[config.mk]
export PLATFORM = sky130hd
export DESIGN_NAME = maint_dispatch
export DESIGN_NICKNAME = d
export VERILOG_FILES = /design/src/rtl/maint_pkg.sv /design/src/rtl/maint_unpack.sv /design/src/rtl/maint_decode.sv /design/src/rtl/maint_dispatch.sv
export SDC_FILE = /design/constraint.sdc
export NUM_CORES = 1
export LEC_CHECK = 0
export BUFFER_PORTS_ARGS = -buffer_cell sky130_fd_sc_hd__buf_2
export CAP_MARGIN = 20
export CORE_ASPECT_RATIO = 2
export CORE_MARGIN = 2
export CORE_UTILIZATION = 47
export CTS_BUF_LIST = sky130_fd_sc_hd__clkbuf_8
export DETAILED_ROUTE_END_ITERATION = 12
export HOLD_SLACK_MARGIN = 0.05
export PLACE_DENSITY_LB_ADDON = 0.08
export SYNTH_ARGS = -nofsm -noshare
export SYNTH_HDL_FRONTEND = slang
export SYNTH_SLANG_ARGS = --single-unit
[constraint.sdc]
create_clock -name clk -period 4.4 [get_ports clk]
set_input_delay 0.88 -clock clk [delete_from_list [all_inputs] [get_ports clk]]
set_output_delay 0.88 -clock clk [all_outputs]
set_load 0.05 [all_outputs]
[src/rtl/maint_pkg.sv]
package maint_pkg;

    // completion codes, values fixed by the brief
    typedef enum logic [1:0] {
        CMP_SUCCESS     = 2'd0,
        CMP_BUSY        = 2'd1,
        CMP_UNSUPPORTED = 2'd2,
        CMP_INVALID     = 2'd3
    } cmp_code_e;

    typedef enum logic {
        S_IDLE  = 1'b0,
        S_REPLY = 1'b1
    } disp_state_e;

    localparam logic [15:0] MAINT_OPCODE  = 16'h0600;
    localparam logic [7:0]  CLS_NOP       = 8'd0;
    localparam logic [7:0]  CLS_REPAIR    = 8'd1;
    localparam logic [7:0]  CLS_UNSUP_LO  = 8'd2;
    localparam logic [7:0]  CLS_UNSUP_HI  = 8'd3;
    localparam logic [7:0]  SUB_SOFT      = 8'd0;
    localparam logic [7:0]  SUB_HARD      = 8'd1;
    localparam int          QUERY_BIT     = 0;

endpackage

[src/rtl/maint_unpack.sv]
module maint_unpack #(
    parameter int ADDR_BYTES = 8,
    parameter int MASK_BYTES = 3,
    localparam int HDR_BYTES = 3,
    localparam int PAY_BYTES = HDR_BYTES + ADDR_BYTES + MASK_BYTES,
    localparam int PAY_W     = PAY_BYTES * 8,
    localparam int ADDR_W    = ADDR_BYTES * 8,
    localparam int MASK_W    = MASK_BYTES * 8
) (
    input  logic [PAY_W-1:0]  payload,
    output logic [7:0]        cls,
    output logic [7:0]        sub,
    output logic [7:0]        flags,
    output logic [ADDR_W-1:0] addr,
    output logic [MASK_W-1:0] mask
);

    assign cls   = payload[7:0];
    assign sub   = payload[15:8];
    assign flags = payload[23:16];

    // little-endian: lowest payload byte lands in the lowest address byte
    for (genvar a = 0; a < ADDR_BYTES; a++) begin : g_addr
        assign addr[a*8 +: 8] = payload[(HDR_BYTES + a)*8 +: 8];
    end

    for (genvar m = 0; m < MASK_BYTES; m++) begin : g_mask
        assign mask[m*8 +: 8] = payload[(HDR_BYTES + ADDR_BYTES + m)*8 +: 8];
    end

endmodule

[src/rtl/maint_decode.sv]
module maint_decode
    import maint_pkg::*;
(
    input  logic [7:0] cls,
    input  logic [7:0] sub,
    input  logic       query,
    input  logic       blocked,
    output cmp_code_e  code,
    output logic       do_repair,
    output logic       hard
);

    always_comb begin
        code      = CMP_INVALID;
        do_repair = 1'b0;
        hard      = (sub == SUB_HARD);
        if (blocked) begin
            code = CMP_BUSY;
        end else if (cls == CLS_NOP) begin
            code = CMP_SUCCESS;
        end else if (cls == CLS_REPAIR) begin
            if (query) begin
                code = CMP_SUCCESS;
            end else if (sub == SUB_SOFT || sub == SUB_HARD) begin
                code      = CMP_SUCCESS;
                do_repair = 1'b1;
            end else begin
                code = CMP_INVALID;
            end
        end else if (cls == CLS_UNSUP_LO || cls == CLS_UNSUP_HI) begin
            code = CMP_UNSUPPORTED;
        end else begin
            code = CMP_INVALID;
        end
    end

endmodule

[src/rtl/maint_dispatch.sv]
module maint_dispatch
    import maint_pkg::*;
#(
    parameter int ADDR_BYTES = 8,
    parameter int MASK_BYTES = 3,
    parameter int OPC_W      = 16,
    localparam int PAY_W     = (3 + ADDR_BYTES + MASK_BYTES) * 8,
    localparam int ADDR_W    = ADDR_BYTES * 8,
    localparam int MASK_W    = MASK_BYTES * 8
) (
    input  logic              clk,
    input  logic              rst_n,
    input  logic              req_valid,
    output logic              req_ready,
    input  logic [PAY_W-1:0]  req_payload,
    input  logic              bg_running,
    input  logic [OPC_W-1:0]  bg_opcode,
    output logic              done,
    output logic [1:0]        status,
    output logic              repair_stb,
    output logic [ADDR_W-1:0] repair_addr,
    output logic [MASK_W-1:0] repair_mask,
    output logic              repair_hard
);

    disp_state_e state_q, state_d;
    cmp_code_e   code_q, dec_code;
    logic        rep_q, hard_q, dec_rep, dec_hard, accept, blocked;
    logic [7:0]  f_cls, f_sub, f_flags;
    logic [ADDR_W-1:0] f_addr, addr_q;
    logic [MASK_W-1:0] f_mask, mask_q;

    maint_unpack #(.ADDR_BYTES(ADDR_BYTES), .MASK_BYTES(MASK_BYTES)) u_unpack (
        .payload (req_payload),
        .cls     (f_cls),
        .sub     (f_sub),
        .flags   (f_flags),
        .addr    (f_addr),
        .mask    (f_mask)
    );

    assign blocked = bg_running && (bg_opcode == OPC_W'(MAINT_OPCODE));

    maint_decode u_decode (
        .cls       (f_cls),
        .sub       (f_sub),
        .query     (f_flags[QUERY_BIT]),
        .blocked   (blocked),
        .code      (dec_code),
        .do_repair (dec_rep),
        .hard      (dec_hard)
    );

    assign accept = req_valid && (state_q == S_IDLE);

    // next state
    always_comb begin
        state_d = state_q;
        unique case (state_q)
            S_IDLE:  if (accept) state_d = S_REPLY;
            S_REPLY: state_d = S_IDLE;
        endcase
    end

    // state and captured outcome
    always_ff @(posedge clk or negedge rst_n) begin
        if (!rst_n) begin
            state_q <= S_IDLE;
            code_q  <= CMP_SUCCESS;
            rep_q   <= 1'b0;
            hard_q  <= 1'b0;
            addr_q  <= '0;
            mask_q  <= '0;
        end else begin
            state_q <= state_d;
            if (accept) begin
                code_q <= dec_code;
                rep_q  <= dec_rep;
                hard_q <= dec_hard;
                addr_q <= f_addr;
                mask_q <= f_mask;
            end
        end
    end

    // outputs
    always_comb begin
        req_ready   = 1'b0;
        done        = 1'b0;
        repair_stb  = 1'b0;
        status      = code_q;
        repair_addr = addr_q;
        repair_mask = mask_q;
        repair_hard = hard_q;
        unique case (state_q)
            S_IDLE:  req_ready = 1'b1;
            S_REPLY: begin
                done       = 1'b1;
                repair_stb = rep_q;
            end
        endcase
    end


    done_after_accept_chk: assert property (@(posedge clk) disable iff (!rst_n)
        (req_valid && req_ready) |=> done);

    done_single_chk: assert property (@(posedge clk) disable iff (!rst_n)
        done |=> !done);

    ready_low_in_done_chk: assert property (@(posedge clk) disable iff (!rst_n)
        done |-> !req_ready);

    strobe_success_chk: assert property (@(posedge clk) disable iff (!rst_n)
        repair_stb |-> (done && status == 2'd0));

    busy_blocks_chk: assert property (@(posedge clk) disable iff (!rst_n)
        (req_valid && req_ready && bg_running && bg_opcode == OPC_W'(16'h0600))
        |=> (status == 2'd1 && !repair_stb));

    unsup_class_chk: assert property (@(posedge clk) disable iff (!rst_n)
        (req_valid && req_ready && !bg_running &&
         (req_payload[7:0] == 8'd2 || req_payload[7:0] == 8'd3))
        |=> (status == 2'd2));

endmodule

==> flow_summary_export.csv <==
group,metric,value,unit
run_status,outcome,"completed",
synthesis,syn-num-nets,352,
synthesis,synth-seq-cells,93,
synthesis,yosys_warnings,0,
timing,relSlewSlack,46.6,%
clock_tree,max-clock-path-buffers,2,
layout,antenna-diode-count,0,
timing,fmaxAchievable,480,MHz
clock_tree,insertion_delay,0.35,ns
synthesis,netlist_area,3570,sq um
routing,met1_length,2860,um
setup_path,start_kind,"register",
timing,post-route-min-period,2.09,ns
clock_tree,clock-sinks,93,
placed_design,gpl.final_weighted_congestion,0.697,
power,switching_share,37.3,%
timing,rsz0062_at_grt,"no",
synthesis,ys_async_sr_fraction,100,%
timing,setup_viol,0,
global_routing,grt_pass1_vias,2741,
global_routing,grt_overflow,0,
worst_hold_path,hold_path_end,"repair_addr[32]$_DFFE_PN0P_",
setup_path,rr_endpoint,"repair_addr[10]$_DFFE_PN0P_",
setup_path,r2r_slack,2.54,ns
synthesis,postSynthAreaPerCell,16.2,sq um
global_routing,grt_first_pass_wirelength,12200,um
placed_design,place_hpwl,6040,um
timing,setup_tns,0,ns
setup_path,crit_required,3.52,ns
setup_path,end_kind,"output port",
synthesis,synth.most_common_cell,"dfrtp_1",
timing,skew,0.00507,ns
routing,met3_length,850,um
die,dieArea,8350,sq um
synthesis,synth.distinct_cells,22,
synthesis,netlist_top_cells_area,"dfrtp_1 (65%), mux2_2 (28%), buf_2 (1.5%)",
clock_tree,cts_made_buffers,9,
routing,ant_nets,0,
worst_hold_path,hp-start,"repair_addr[32]$_DFFE_PN0P_",
power,power_density,493,nW/um^2
job,drv_cap,0,
setup_path,cp.arrival,1.21,ns
clock_tree,post_cts_resized,0,
routing,wire_per_inst,14.3,um
synthesis,synthFlopType,"dfrtp_1",
clock_tree,cts_root_buffer,"clkbuf_8",
synthesis,synth_top_area_share,65.2,%
power,seqPwrFrac,42.1,%
layout,finalNetCount,573,
timing,final.period_utilization,47.4,%
power,p_int,1540,uW
global_routing,grt_max_degree,67,
synthesis,postSynthCellCount,220,
setup_path,crit_type,"register to output port",
synthesis,yosysSeqAreaShare,65.2,%
setup_path,rr_startpoint,"state_q$_DFF_PN0_",
clock_tree,htree_levels,3,
synthesis,synth_edf_count,0,
die,start_util,47.7,%
routing,wl_met2,3890,um
timing,drv_slew,0,
routing,dr_total_vias,2601,
power,irDropWorstVdd,0.324,mV
setup_path,r2r_cells,3,
global_routing,grt_usage,19.4,%
clock_tree,post_cts_buffers,0,
global_routing,antenna_found_initial,0,
routing,drc,0,
power,switching_power,915,uW
layout,synthToLayoutAreaGrowth,39.6,%
die,rows,45,
routing,via_per_inst,4.82,
die,io_pins,226,
worst_hold_path,min_path_cells,1,
placed_design,portBuffers,218,
layout,utilization,66.5,%
worst_hold_path,hold_path_class,"register to register",
routing,top_layer,"met4",
timing,worstMarginPinSlew,0.801,ns
die,core_area,7490,sq um
clock_tree,cts_tree,"built",
power,p_leak,0.00246,uW
setup_path,path_max_fanout,3,
clock_tree,clkSlewWorstSetupHoldPaths,0.08,ns
power,power_frac_comb,33.1,%
routing,drt-total-wl,7730,um
die,die_h,127,um
synthesis,synth_top_area_cell,"dfrtp_1",
routing,drtIter0Drc,95,
routing,firstDrtPassIters,4,
timing,final-hold-violation-count,0,
die,die_w,65.6,um
layout,drive_above_1_share,74.0,%
clock_tree,ctsHoldBuffers,0,
synthesis,synth_commonest_cells,"dfrtp_1 (93), mux2_2 (88), buf_2 (11)",
power,p_clk_share,24.9,%
layout,fillers,583,
==> power by group through the flow <==
stage               logic (uW)  clock network, uW  registers (uW)
floorplan                  149                  0            1480
global placement           806                  0            1040
detailed placement         820                  0            1050
CTS                        820                637            1030
global route               849                669            1050
finish                     811                610            1030
==> worst max path at each step <==
stage,start,endpoint,depth (start not counted)
detailed placement,req_valid,repair_addr[9]$_DFFE_PN0P_,4
floorplan,state_q$_DFF_PN0_,repair_stb,2
CTS,state_q$_DFF_PN0_,repair_stb,3
finish,state_q$_DFF_PN0_,repair_stb,3
global route,req_valid,repair_addr[29]$_DFFE_PN0P_,4
global placement,req_valid,repair_addr[12]$_DFFE_PN0P_,4
==> flip-flops by register name, indices dropped and copies added (netlist names) <==
| name | flops |
|---|---|
| status | 2 |
| rep_q | 1 |
| repair_addr | 64 |
| state_q | 1 |
| repair_mask | 24 |
| repair_hard | 1 |
==> layout by cell type, fill, tap and decap left out <==
| cell type | n |
|---|---|
| clkinvlp_4 | 2 |
| bufinv_16 | 2 |
| nor4b_1 | 2 |
| a21oi_1 | 1 |
| buf_2 | 217 |
| nor3_1 | 4 |
| dfrtp_1 | 93 |
| o22ai_1 | 1 |
| nand2b_1 | 1 |
| o22ai_2 | 1 |
| clkinv_4 | 1 |
| a211oi_1 | 2 |
| o32a_2 | 1 |
| nand2_1 | 1 |
| nor2b_4 | 1 |
| nand2_2 | 1 |
| and4_1 | 1 |
| clkbuf_8 | 10 |
| inv_1 | 4 |
| nand3_1 | 1 |
| mux2_2 | 88 |
| buf_4 | 4 |
| nor2_1 | 3 |
| or4b_1 | 1 |
| nor4_4 | 1 |
| or4_4 | 1 |
| nor4_1 | 1 |
==> cell families (layout without fill, tap and decap cells) <==
kind of cell | count (synthesis) | count (layout) | share of synthesized area, %
muxes | 88 | 88 | 27.8
and+or+nand+nor | 19 | 19 | 3.75
DFF | 93 | 93 | 65.2
AOI/OAI and AO/OA | 6 | 6 | 1.40
buffers and inverters | 14 | 240 | 1.86
==> critical path, stage by stage, from the launching register on <==
cell     delay (ns)
dfrtp_1        0.41
inv_1          0.07
nor2_1         0.10
buf_2          0.27
==> metrics by stage <==
stage / instance area, sq um / power [uW] / hold WS [ns] / worst slack (ns) / instances
3_3_place_gp: 4750 / 1850 / 0.483 / 2.01 / 524
2_1_floorplan: 3570 / 1630 / 0.532 / 1.79 / 220
5_1_grt: 4980 / 2570 / 0.519 / 2.23 / 540
6_report: 4980 / 2450 / 0.505 / 2.31 / 540
3_5_place_dp: 4750 / 1870 / 0.490 / 1.96 / 524
4_1_cts: 4980 / 2490 / 0.510 / 2.28 / 540
==> area by class of cell <==
class,instances,area (sq um),share of cell area (%)
flip-flops and latches,93,2330,46.7
multi-input cells,113,1180,23.7
repair buffers,221,1120,22.4
clock buffers,10,138,2.76
well taps,94,118,2.36
clock inverters,6,87.6,1.76
inverters,3,11.3,0.226
==> metal layers <==
metal	vias to the layer above	track usage, %
li1	1224	-
met1	1236	21.3
met2	133	31.9
met3	8	8.10
met4	0	9.44
met5	-	0
(Power assumes the default switching activity.)
